==> config.mk <==
export PLATFORM = sky130hd
export DESIGN_NAME = adcSettleGuard
export DESIGN_NICKNAME = d
export VERILOG_FILES = /design/src/rtl/settleGuardPkg.sv /design/src/rtl/settleDatapath.sv /design/src/rtl/settleControl.sv /design/src/rtl/adcSettleGuard.sv
export SDC_FILE = /design/constraint.sdc
export NUM_CORES = 1
export LEC_CHECK = 0
export BUFFER_PORTS_ARGS = -buffer_cell sky130_fd_sc_hd__buf_2
export CELL_PAD_IN_SITES_DETAIL_PLACEMENT = 1
export CELL_PAD_IN_SITES_GLOBAL_PLACEMENT = 1
export CORE_MARGIN = 2
export CORE_UTILIZATION = 25
export CTS_BUF_LIST = sky130_fd_sc_hd__clkbuf_4 sky130_fd_sc_hd__clkbuf_8
export DETAILED_ROUTE_END_ITERATION = 8
export PLACE_DENSITY_LB_ADDON = 0.15
export SLEW_MARGIN = 15
export SYNTH_ARGS = -nofsm -noshare
export SYNTH_HDL_FRONTEND = slang
export SYNTH_HIERARCHICAL = 1
export SYNTH_SLANG_ARGS = --single-unit
==> constraint.sdc <==
create_clock -name clk -period 3.9 [get_ports clk]
set_input_delay 0.39 -clock clk [delete_from_list [all_inputs] [get_ports clk]]
set_output_delay 0.39 -clock clk [all_outputs]
set_load 0.005 [all_outputs]
==> src/rtl/settleGuardPkg.sv <==
package settleGuardPkg;

  // Strobes that the control side hands to the datapath each cycle.
  typedef struct packed {
    logic loadWord;   // capture the incoming word into the output register
  } guardStrobes_t;

endpackage

==> src/rtl/settleDatapath.sv <==
module settleDatapath
  import settleGuardPkg::*;
#(
  parameter int WORD_W  = 12,
  parameter int SEL_W   = 4,
  parameter int DEF_SEL = 4
) (
  input  logic              clk,
  input  logic              rst,
  input  logic [WORD_W-1:0] adcWord,
  input  logic [SEL_W-1:0]  selIdx,
  input  guardStrobes_t     strobes,
  output logic              watchedBit,
  output logic [WORD_W-1:0] heldWord
);

  localparam logic [SEL_W:0]   WORD_LIMIT = (SEL_W+1)'(WORD_W);
  localparam logic [SEL_W-1:0] FALLBACK   = SEL_W'(DEF_SEL);

  logic [SEL_W-1:0]  selEff;
  logic [WORD_W-1:0] bitHit;
  logic [WORD_W-1:0] wordQ;

  // Out-of-range index falls back to the default watched bit.
  always_comb begin
    if ({1'b0, selIdx} < WORD_LIMIT) selEff = selIdx;
    else                             selEff = FALLBACK;
  end

  // One AND term per bit position, reduced into the watched bit.
  for (genvar g = 0; g < WORD_W; g++) begin : g_pick
    assign bitHit[g] = adcWord[g] & (selEff == SEL_W'(g));
  end

  assign watchedBit = |bitHit;

  always_ff @(posedge clk) begin
    if (rst)                   wordQ <= '0;
    else if (strobes.loadWord) wordQ <= adcWord;
  end

  assign heldWord = wordQ;

endmodule

==> src/rtl/settleControl.sv <==
module settleControl
  import settleGuardPkg::*;
#(
  parameter int CNT_W = 8
) (
  input  logic             clk,
  input  logic             rst,
  input  logic             watchedBit,
  input  logic [CNT_W-1:0] busyLen,
  output guardStrobes_t    strobes,
  output logic             busy
);

  logic             primed;    // a reference bit has been captured since reset
  logic             prevBit;   // watched bit from the previous sample
  logic [CNT_W-1:0] remain;    // busy cycles still to go
  logic [CNT_W-1:0] remainNext;
  logic             toggled;
  logic             busyQ;

  assign toggled = primed & (watchedBit ^ prevBit);

  always_comb begin
    if (toggled)             remainNext = busyLen;
    else if (remain != '0)   remainNext = remain - 1'b1;
    else                     remainNext = remain;
  end

  // The word register only follows the input when no window is open next cycle.
  always_comb begin
    strobes          = '0;
    strobes.loadWord = (remainNext == '0);
  end

  always_ff @(posedge clk) begin
    if (rst) begin
      primed  <= 1'b0;
      prevBit <= 1'b0;
      remain  <= '0;
      busyQ   <= 1'b0;
    end else begin
      primed  <= 1'b1;
      prevBit <= watchedBit;
      remain  <= remainNext;
      busyQ   <= (remainNext != '0);
    end
  end

  assign busy = busyQ;

endmodule

==> src/rtl/adcSettleGuard.sv <==
module adcSettleGuard
  import settleGuardPkg::*;
#(
  parameter int WORD_W  = 12,
  parameter int CNT_W   = 8,
  parameter int DEF_SEL = 4,
  localparam int SEL_W  = (WORD_W > 1) ? $clog2(WORD_W) : 1
) (
  input  logic              clk,
  input  logic              rst,
  input  logic [WORD_W-1:0] adcWord,
  input  logic [SEL_W-1:0]  selIdx,
  input  logic [CNT_W-1:0]  busyLen,
  output logic              busy,
  output logic [WORD_W-1:0] heldWord
);

  guardStrobes_t strobes;
  logic          watchedBit;

  settleDatapath #(
    .WORD_W (WORD_W),
    .SEL_W  (SEL_W),
    .DEF_SEL(DEF_SEL)
  ) u_data (
    .clk       (clk),
    .rst       (rst),
    .adcWord   (adcWord),
    .selIdx    (selIdx),
    .strobes   (strobes),
    .watchedBit(watchedBit),
    .heldWord  (heldWord)
  );

  settleControl #(
    .CNT_W(CNT_W)
  ) u_ctrl (
    .clk       (clk),
    .rst       (rst),
    .watchedBit(watchedBit),
    .busyLen   (busyLen),
    .strobes   (strobes),
    .busy      (busy)
  );

endmodule

==> results.toml, run 1 <==
[outcome]
status = "finished clean"

[finish]
fin_util_pct = 32.4
multiInputGateArea_um2 = 744
syn_to_final_growth_pct = 23.2
drive_gt1_share_pct = 31.6
layout.nets = 203
fin_area_um2 = 1550
diodes = 0
fin_cells = 241
fillCellCount = 585
seqCellArea_um2 = 460

[synth]
synthArstFlopShare_pct = 0
synth-edff-count = 0
synth-seq-cells = 23
syn_area_per_cell_um2 = 9.19
syn_nets = 165
synth_cells = 137
netlist_area_um2 = 1260
ys_types = 46
synth_top_flop_cell = "dfxtp_1"
ys_seq_area_share_pct = 36.6
yosys_warnings = 6

[timing]
max_slew.worst_pin.slew_ns = 0.775
fin_crit_sh_pct = 81.8
grt_setup_unrepaired = "false"
fin_crit_ns = 3.19
holdWs_ns = 0.381
fin_tns_setup_ns = 0
hold_viol_final = 0
setup_violations = 0
finalWorstSetupSlack_ns = 0.709
maxSlewViolCount = 0
fin_skew_ns = 0.00805
relSlewSlack_pct = 47.6
max_freq_mhz = 313

[route]
routed_wl_mm = 3.45
drt_iter0_markers = 25
drtPass1Iterations = 4
via_per_inst = 4.63
wire_per_inst_um = 14.3
via_count = 1117
drc = 0
drtAntennaViolNets = 0

[cts]
post-cts-setup-buffers = 0
ctsHtreeMaxLevel = 1
cts_made_buffers = 3
path_clk_slew_ns = 0.09
cts.path.max_buffers = 2
clk_latency_ns = 0.27
cts_resized = 0
cts_tree = "built"
clockRootBuffer = "clkbuf_8"
cts_hold_buffers = 0
cts_sinks = 23

[placement]
dpl_cell_area_um2 = 1500
pre_cts_slack_ns = 0.391
dp_hpwl_mm = 2.76
placed_cells = 237
port_buffers = 38
globalplace.congestion = 0.845

[floorplan]
num_io_pins = 39
die_w_um = 75.0
core_area_um2 = 4790
die_area_um2 = 5620
initial_core_util_pct = 26.3
dieHeight_um = 75.0
num_rows = 25

[global_route]
grt_first_pass_wirelength_mm = 5.24
overflow = 0
grt_usage_pct = 12.4
antenna_found_initial = 0
grt_pass1_vias = 1096
grt_max_degree = 21

[flow_run]
drv_cap = 0

[power_and_ir_drop]
power.density_nw_per_um2 = 595
peakVddDrop_mv = 0.242
total_power_mw = 0.922
power_leakage_nw = 0.641

[critical_path]
crit_path_end_kind = "register"
startpoint_type = "input pin"
crit_required_ns = 4.04
criticalPathCategory = "input pin to register"
crit_arrival_ns = 3.33
rrSetupSlack_ns = 1.04
critPathMaxFanout = 12

[hold_path]
hold_path.class = "input pin to register"
## metal layers
layer	up-vias	part of all wire, %	track usage [%]
met1	526	48	16.8
met2	21	46	19.7
met4	0	0.49	1.79
met5	-	0	0
met3	2	4.7	4.02
li1	568	-	-
## critical path, stage by stage
cell	delay [ns]
buf_2	0.18
nand3_1	0.11
o211ai_2	0.15
a211oi_1	0.06
o41ai_1	0.66
xnor2_1	0.19
nor2_1	0.37
o31ai_1	0.18
nor3_2	0.26
and4_1	0.22
buf_4	0.24
mux2i_1	0.24
nor2_1	0.06
## where the power goes
part	internal (mW)	switching, mW
clock network	0.0722	0.0801
registers	0.280	0.0597
logic	0.197	0.232
total	0.550	0.372
## layout make-up
cell class / instances / area share, %
clock buffer: 3 / 2.66
clock inverter: 1 / 0.484
timing repair buffer: 39 / 12.8
inverter: 4 / 0.969
multi-input combinational: 104 / 48.0
tap: 67 / 5.41
sequential: 23 / 29.7
## synthesized netlist by cell type (2+ instances only)
master	instances	area share (%)
dfxtp_1	23	37
nand3_1	4	1.6
nor2_1	24	7.2
ha_1	2	2.0
inv_1	4	1.2
a21oi_1	2	0.80
a31oi_1	2	0.99
o21ai_0	3	1.2
nor2b_1	2	0.99
mux2i_1	14	11
a211oi_1	3	1.8
xor2_1	4	2.8
nand3b_1	2	1.2
a21boi_0	2	1.2
nor4b_1	2	1.4
nor3_1	7	2.8
nand2b_1	2	0.99
and2_1	2	0.99
buf_4	2	1.2
nand2_1	2	0.60
a22oi_1	3	1.8
clkbuf_1	2	0.60
## placed cells by master (no fill, tap or decap), types with 3 or more instances in the layout
master / netlist / routed
a211oi_1: 3 / 3
a22oi_1: 3 / 3
buf_2: 1 / 38
clkbuf_8: 0 / 3
dfxtp_1: 23 / 23
inv_1: 4 / 4
mux2i_1: 14 / 14
nand3_1: 4 / 4
nor2_1: 24 / 24
nor3_1: 7 / 7
o21ai_0: 3 / 3
xor2_1: 4 / 4
## cell families (layout without fill, tap and decap cells)
group | after synthesis | in the layout | share of synthesized area (%)
compound gates | 24 | 24 | 15.7
xor+xnor | 5 | 5 | 3.48
fa+ha+maj | 2 | 2 | 1.99
buf+inv | 10 | 47 | 4.27
flops | 23 | 23 | 36.6
mux | 15 | 15 | 12.0
simple gates | 58 | 58 | 25.9
## worst paths after layout
path / start / endpoint / depth (start not counted)
worst max-delay path: selIdx[0] / u_data/heldWord[8] / 13
worst min-delay path: adcWord[9] / u_data/heldWord[9] / 3
worst max register to register: u_ctrl/remain[0] / u_data/heldWord[8] / 10
worst min register to register: u_data/heldWord[9] / u_data/heldWord[9] / 2
## sequential cells by signal (all words and copies together) (netlist names)
register         flops
u_data/heldWord     12
u_ctrl/prevBit       1
u_ctrl/primed        1
u_ctrl/busy          1
u_ctrl/remain        8
Note: power is estimated with default switching activity, not from simulation.
==> run 2, diff against run 1 <==
==> constraint.sdc (replaced) <==
create_clock -name clk -period 2.8 [get_ports clk]
set_input_delay 0.28 -clock clk [delete_from_list [all_inputs] [get_ports clk]]
set_output_delay 0.28 -clock clk [all_outputs]
set_load 0.005 [all_outputs]
==> run 2 against run 1 <==
Against the previous run: clock power rose by 40%; critical path type unchanged; global-route usage rose by 1.0 points; final area rose by 11%; sequential power rose by 35%; register-to-register slack got worse by 0.75 ns; power rose by 60%; critical path depth did not move; non-clock buffer count rose by 14; via count rose by 7.3%; die area did not move; largest cell class unchanged; highest routed layer unchanged; cell count rose by 5.8%.
==> results.toml, run 2 (synthesis gave the netlist of run 1 again) <==
[outcome]
status = "finished clean"

[cts]
cts.path.max_buffers = 2
clk_latency_ns = 0.26
clockRootBuffer = "clkbuf_8"
cts_sinks = 23
ctsHtreeMaxLevel = 1
cts_made_buffers = 3
cts_tree = "built"
path_clk_slew_ns = 0.08
post-cts-setup-buffers = 0

[finish]
layout_commonest_cell = "buf_2"
drive_gt1_share_pct = 41.5
seqCellArea_um2 = 460
multiInputGateArea_um2 = 802
largest_reg_flops = 12
fillCellCount = 574
fin_util_pct = 36.1
diodes = 0
syn_to_final_growth_pct = 37.1
layout.nets = 217
layout_common_cells = "buf_2 (38), nor2_1 (23), dfxtp_1 (23)"

[floorplan]
die_w_um = 75.0
num_io_pins = 39
die_area_um2 = 5620
core_area_um2 = 4790
num_rows = 25
initial_core_util_pct = 26.3
dieHeight_um = 75.0

[critical_path]
crit_required_ns = 2.94
startpoint_type = "input pin"
rrSetupSlack_ns = 0.29
crit_path_end_kind = "register"
critPathMaxFanout = 12
criticalPathCategory = "input pin to register"
crit_arrival_ns = 2.76

[global_route]
antenna_found_initial = 0
overflow = 0
grt_first_pass_wirelength_mm = 5.75
grt_max_degree = 21
grt_pass1_vias = 1229
grt_usage_pct = 13.4

[placement]
pre_cts_slack_ns = -0.213
globalplace.congestion = 0.848
port_buffers = 38
dp_hpwl_mm = 2.81

[route]
drt_iter0_markers = 13
via_count = 1199
drc = 0
drtAntennaViolNets = 0
wire_per_inst_um = 14.0
via_per_inst = 4.70
routed_wl_mm = 3.57
drtPass1Iterations = 4

[timing]
max_slew.worst_pin.slew_ns = 0.497
relSlewSlack_pct = 66.6
max_freq_mhz = 382
holdWs_ns = 0.272
setup_violations = 0
fin_skew_ns = 0.00336
fin_crit_ns = 2.62
finalWorstSetupSlack_ns = 0.182
hold_viol_final = 0
fin_crit_sh_pct = 93.5
maxSlewViolCount = 0

[power_and_ir_drop]
peakVddDrop_mv = 0.309
power.density_nw_per_um2 = 855
power_leakage_nw = 0.736
total_power_mw = 1.47

[flow_run]
drv_cap = 0

[hold_path]
hold_path.class = "input pin to register"
run 2: what timing repair did:
| item | CTS | global route |
|---|---|---|
| hold endpoints to repair | 0 | 0 |
| hold buffers | 0 | 0 |
| resized for setup | 0 | 10 |
| setup endpoints to repair | 0 | 12 |
run 2: per-layer routing:
metal	track usage (%)	vias up	share of wire, %
met4	4.56	0	0.62
met1	16.7	569	45
met3	2.41	2	5.0
met2	23.2	27	49
met5	0	-	0
li1	-	601	-
run 2: worst max-delay path, cell delays in order:
cell,delay [ns]
buf_2,0.18
nor2b_1,0.07
a2111oi_1,0.39
buf_4,0.19
o41ai_4,0.10
xnor2_2,0.23
nor2_2,0.10
a211oi_1,0.29
a22o_1,0.25
and4_4,0.23
buf_12,0.15
mux2i_2,0.23
nor2_1,0.06
run 2: area by class of cell:
type / instances / share of cell area [%]
Tap cell: 67 / 4.86
Multi-Input combinational cell: 104 / 46.5
Clock buffer: 4 / 2.83
Timing Repair Buffer: 53 / 18.3
Inverter: 4 / 0.870
Sequential cell: 23 / 26.7
run 2: report_power, final:
group / total [mW] / internal, mW / switching [mW]
combinational: 0.802 / 0.417 / 0.385
sequential: 0.460 / 0.390 / 0.0695
clock: 0.213 / 0.111 / 0.102
run 2: final timing paths:
kind,startpoint,endpoint,cells after the start
hold / removal,adcWord[5],u_data/heldWord[5],3
setup reg to reg,u_ctrl/remain[0],u_data/heldWord[4],10
hold reg to reg,u_data/heldWord[2],u_data/heldWord[2],2
setup / recovery,selIdx[0],u_data/heldWord[4],13
run 2: metrics by stage:
step / TNS [ns] / std cells / cell area [um^2]
2_1_floorplan: 0 / 137 / 1270
3_3_place_gp: -2.00 / 251 / 1630
3_5_place_dp: -1.96 / 251 / 1630
4_1_cts: 0 / 255 / 1680
5_1_grt: -0.00729 / 255 / 1730
6_report: 0 / 255 / 1730
==> run 3, diff against run 2 <==
==> constraint.sdc (replaced) <==
create_clock -name clk -period 3.25 [get_ports clk]
set_input_delay 0.325 -clock clk [delete_from_list [all_inputs] [get_ports clk]]
set_output_delay 0.325 -clock clk [all_outputs]
set_load 0.005 [all_outputs]
==> run 3 against run 2 <==
Against the previous run: final area fell by 8.8%; wire length is 2.4% lower; clock skew grew 0.0064 ns; count of clock-buffer cells in the layout is 1 lower; flip-flop and latch count did not move.
==> results.toml, run 3 (synthesis gave the netlist of run 1 again) <==
[timing]
maxSlewViolCount = 0
hold_viol_final = 0
fin_crit_ns = 2.91
max_freq_mhz = 343
fin_skew_ns = 0.00972
fin_crit_sh_pct = 89.6
grt_setup_unrepaired = "false"
holdWs_ns = 0.306
setup_violations = 0
relSlewSlack_pct = 68.5
fin_tns_setup_ns = 0
max_slew.worst_pin.slew_ns = 0.466

[critical_path]
crit_arrival_ns = 3.05
r2r-end = "u_data/heldWord[3]"
crit_path_end_kind = "register"
startpoint_type = "input pin"
rrSetupSlack_ns = 0.35
r2r-start = "u_ctrl/remain[0]"
r2r_cells = 9
crit_required_ns = 3.39
critPathMaxFanout = 12
criticalPathCategory = "input pin to register"

[cts]
cts_made_buffers = 3
cts.path.max_buffers = 2
clockRootBuffer = "clkbuf_8"
cts_hold_buffers = 0
cts_resized = 0
clk_latency_ns = 0.27
path_clk_slew_ns = 0.09
post-cts-setup-buffers = 0
ctsHtreeMaxLevel = 1
cts_sinks = 23
cts_tree = "built"

[finish]
fillCellCount = 590
multiInputGateArea_um2 = 746
fin_util_pct = 32.9
diodes = 0
layout_common_cells = "buf_2 (38), nor2_1 (24), dfxtp_1 (23)"
layout_commonest_cell = "buf_2"
syn_to_final_growth_pct = 25.0
largest_reg_flops = 12
drive_gt1_share_pct = 33.3
seqCellArea_um2 = 460
layout.nets = 206

[route]
drtAntennaViolNets = 0
via_count = 1164
routed_wl_mm = 3.49
wire_per_inst_um = 14.3
drt_iter0_markers = 43
drc = 0
via_per_inst = 4.77
drtPass1Iterations = 4

[placement]
globalplace.congestion = 0.802
port_buffers = 38
dp_hpwl_mm = 2.85

[hold_path]
min_from = "adcWord[7]"
worstHoldPathCells = 3
hold_path.class = "input pin to register"
worstHoldEndpoint = "u_data/heldWord[7]"

[global_route]
grt_usage_pct = 13.3
grt_first_pass_wirelength_mm = 5.62
overflow = 0
antenna_found_initial = 0
grt_max_degree = 21
grt_pass1_vias = 1175

[outcome]
status = "finished clean"

[floorplan]
dieHeight_um = 75.0
num_io_pins = 39
num_rows = 25
initial_core_util_pct = 26.3
core_area_um2 = 4790
die_area_um2 = 5620
die_w_um = 75.0

[power_and_ir_drop]
clkPwrFrac_pct = 16.2
power.density_nw_per_um2 = 720
swShare_pct = 40.0
p_comb_share_pct = 48.1
power_leakage_nw = 0.655
peakVddDrop_mv = 0.286
power.net_switching_mw = 0.453
seq_power_share_pct = 35.8
power.internal_mw = 0.680

[flow_run]
drv_cap = 0
run 3: how the worst max path moves through the flow:
stage                startpoint                   to  slack [ns]  cells after the start
6_report              selIdx[0]   u_data/heldWord[3]        0.34                     13
4_1_cts        u_ctrl/remain[0]   u_data/heldWord[3]        0.10                      9
5_1_grt               selIdx[0]  u_data/heldWord[11]        0.10                     13
2_1_floorplan         selIdx[0]  u_data/heldWord[10]        0.23                     13
3_3_place_gp          selIdx[0]   u_data/heldWord[6]       -0.08                     13
3_5_place_dp          selIdx[0]   u_data/heldWord[3]       -0.17                     13
run 3: cell type report:
cell class                      count  share of cell area [%]
Timing Repair Buffer               42                    14.0
Clock inverter                      1                   0.477
Clock buffer                        3                    2.62
Multi-Input combinational cell    104                    47.4
Inverter                            4                   0.954
Tap cell                           67                    5.33
Sequential cell                    23                    29.3
run 3: power by group through the flow:
stage | combinational (mW) | sequential, mW | clock, mW
after global routing | 0.610 | 0.416 | 0.208
after detailed placement | 0.549 | 0.411 | 0
after floorplan | 0.427 | 0.377 | 0
after global placement | 0.536 | 0.408 | 0
after CTS | 0.554 | 0.404 | 0.193
final | 0.544 | 0.405 | 0.183
run 3: critical path: stages:
cell	delay, ns
buf_2	0.17
nand3_1	0.14
o211ai_2	0.16
a211oi_1	0.07
o41ai_1	0.34
buf_4	0.18
xnor2_1	0.15
nor2_1	0.14
a211oi_1	0.32
a22o_1	0.24
and4_2	0.49
mux2i_1	0.25
nor2_1	0.06
run 3: per-layer routing:
metal	vias up	GRT usage, %	wire [um]
met3	4	3.75	160
met2	26	21.2	1630
li1	579	-	-
met1	555	17.8	1660
met4	0	3.17	38
met5	-	0	0
run 3: metrics by stage:
step	std cells	cell area (um^2)	total power, mW	setup slack, ns
detailed placement	240	1520	0.960	-0.167
global placement	240	1520	0.943	-0.0802
global route	244	1570	1.23	0.104
floorplan	137	1260	0.804	0.234
finish	244	1570	1.13	0.338
CTS	244	1570	1.15	0.101
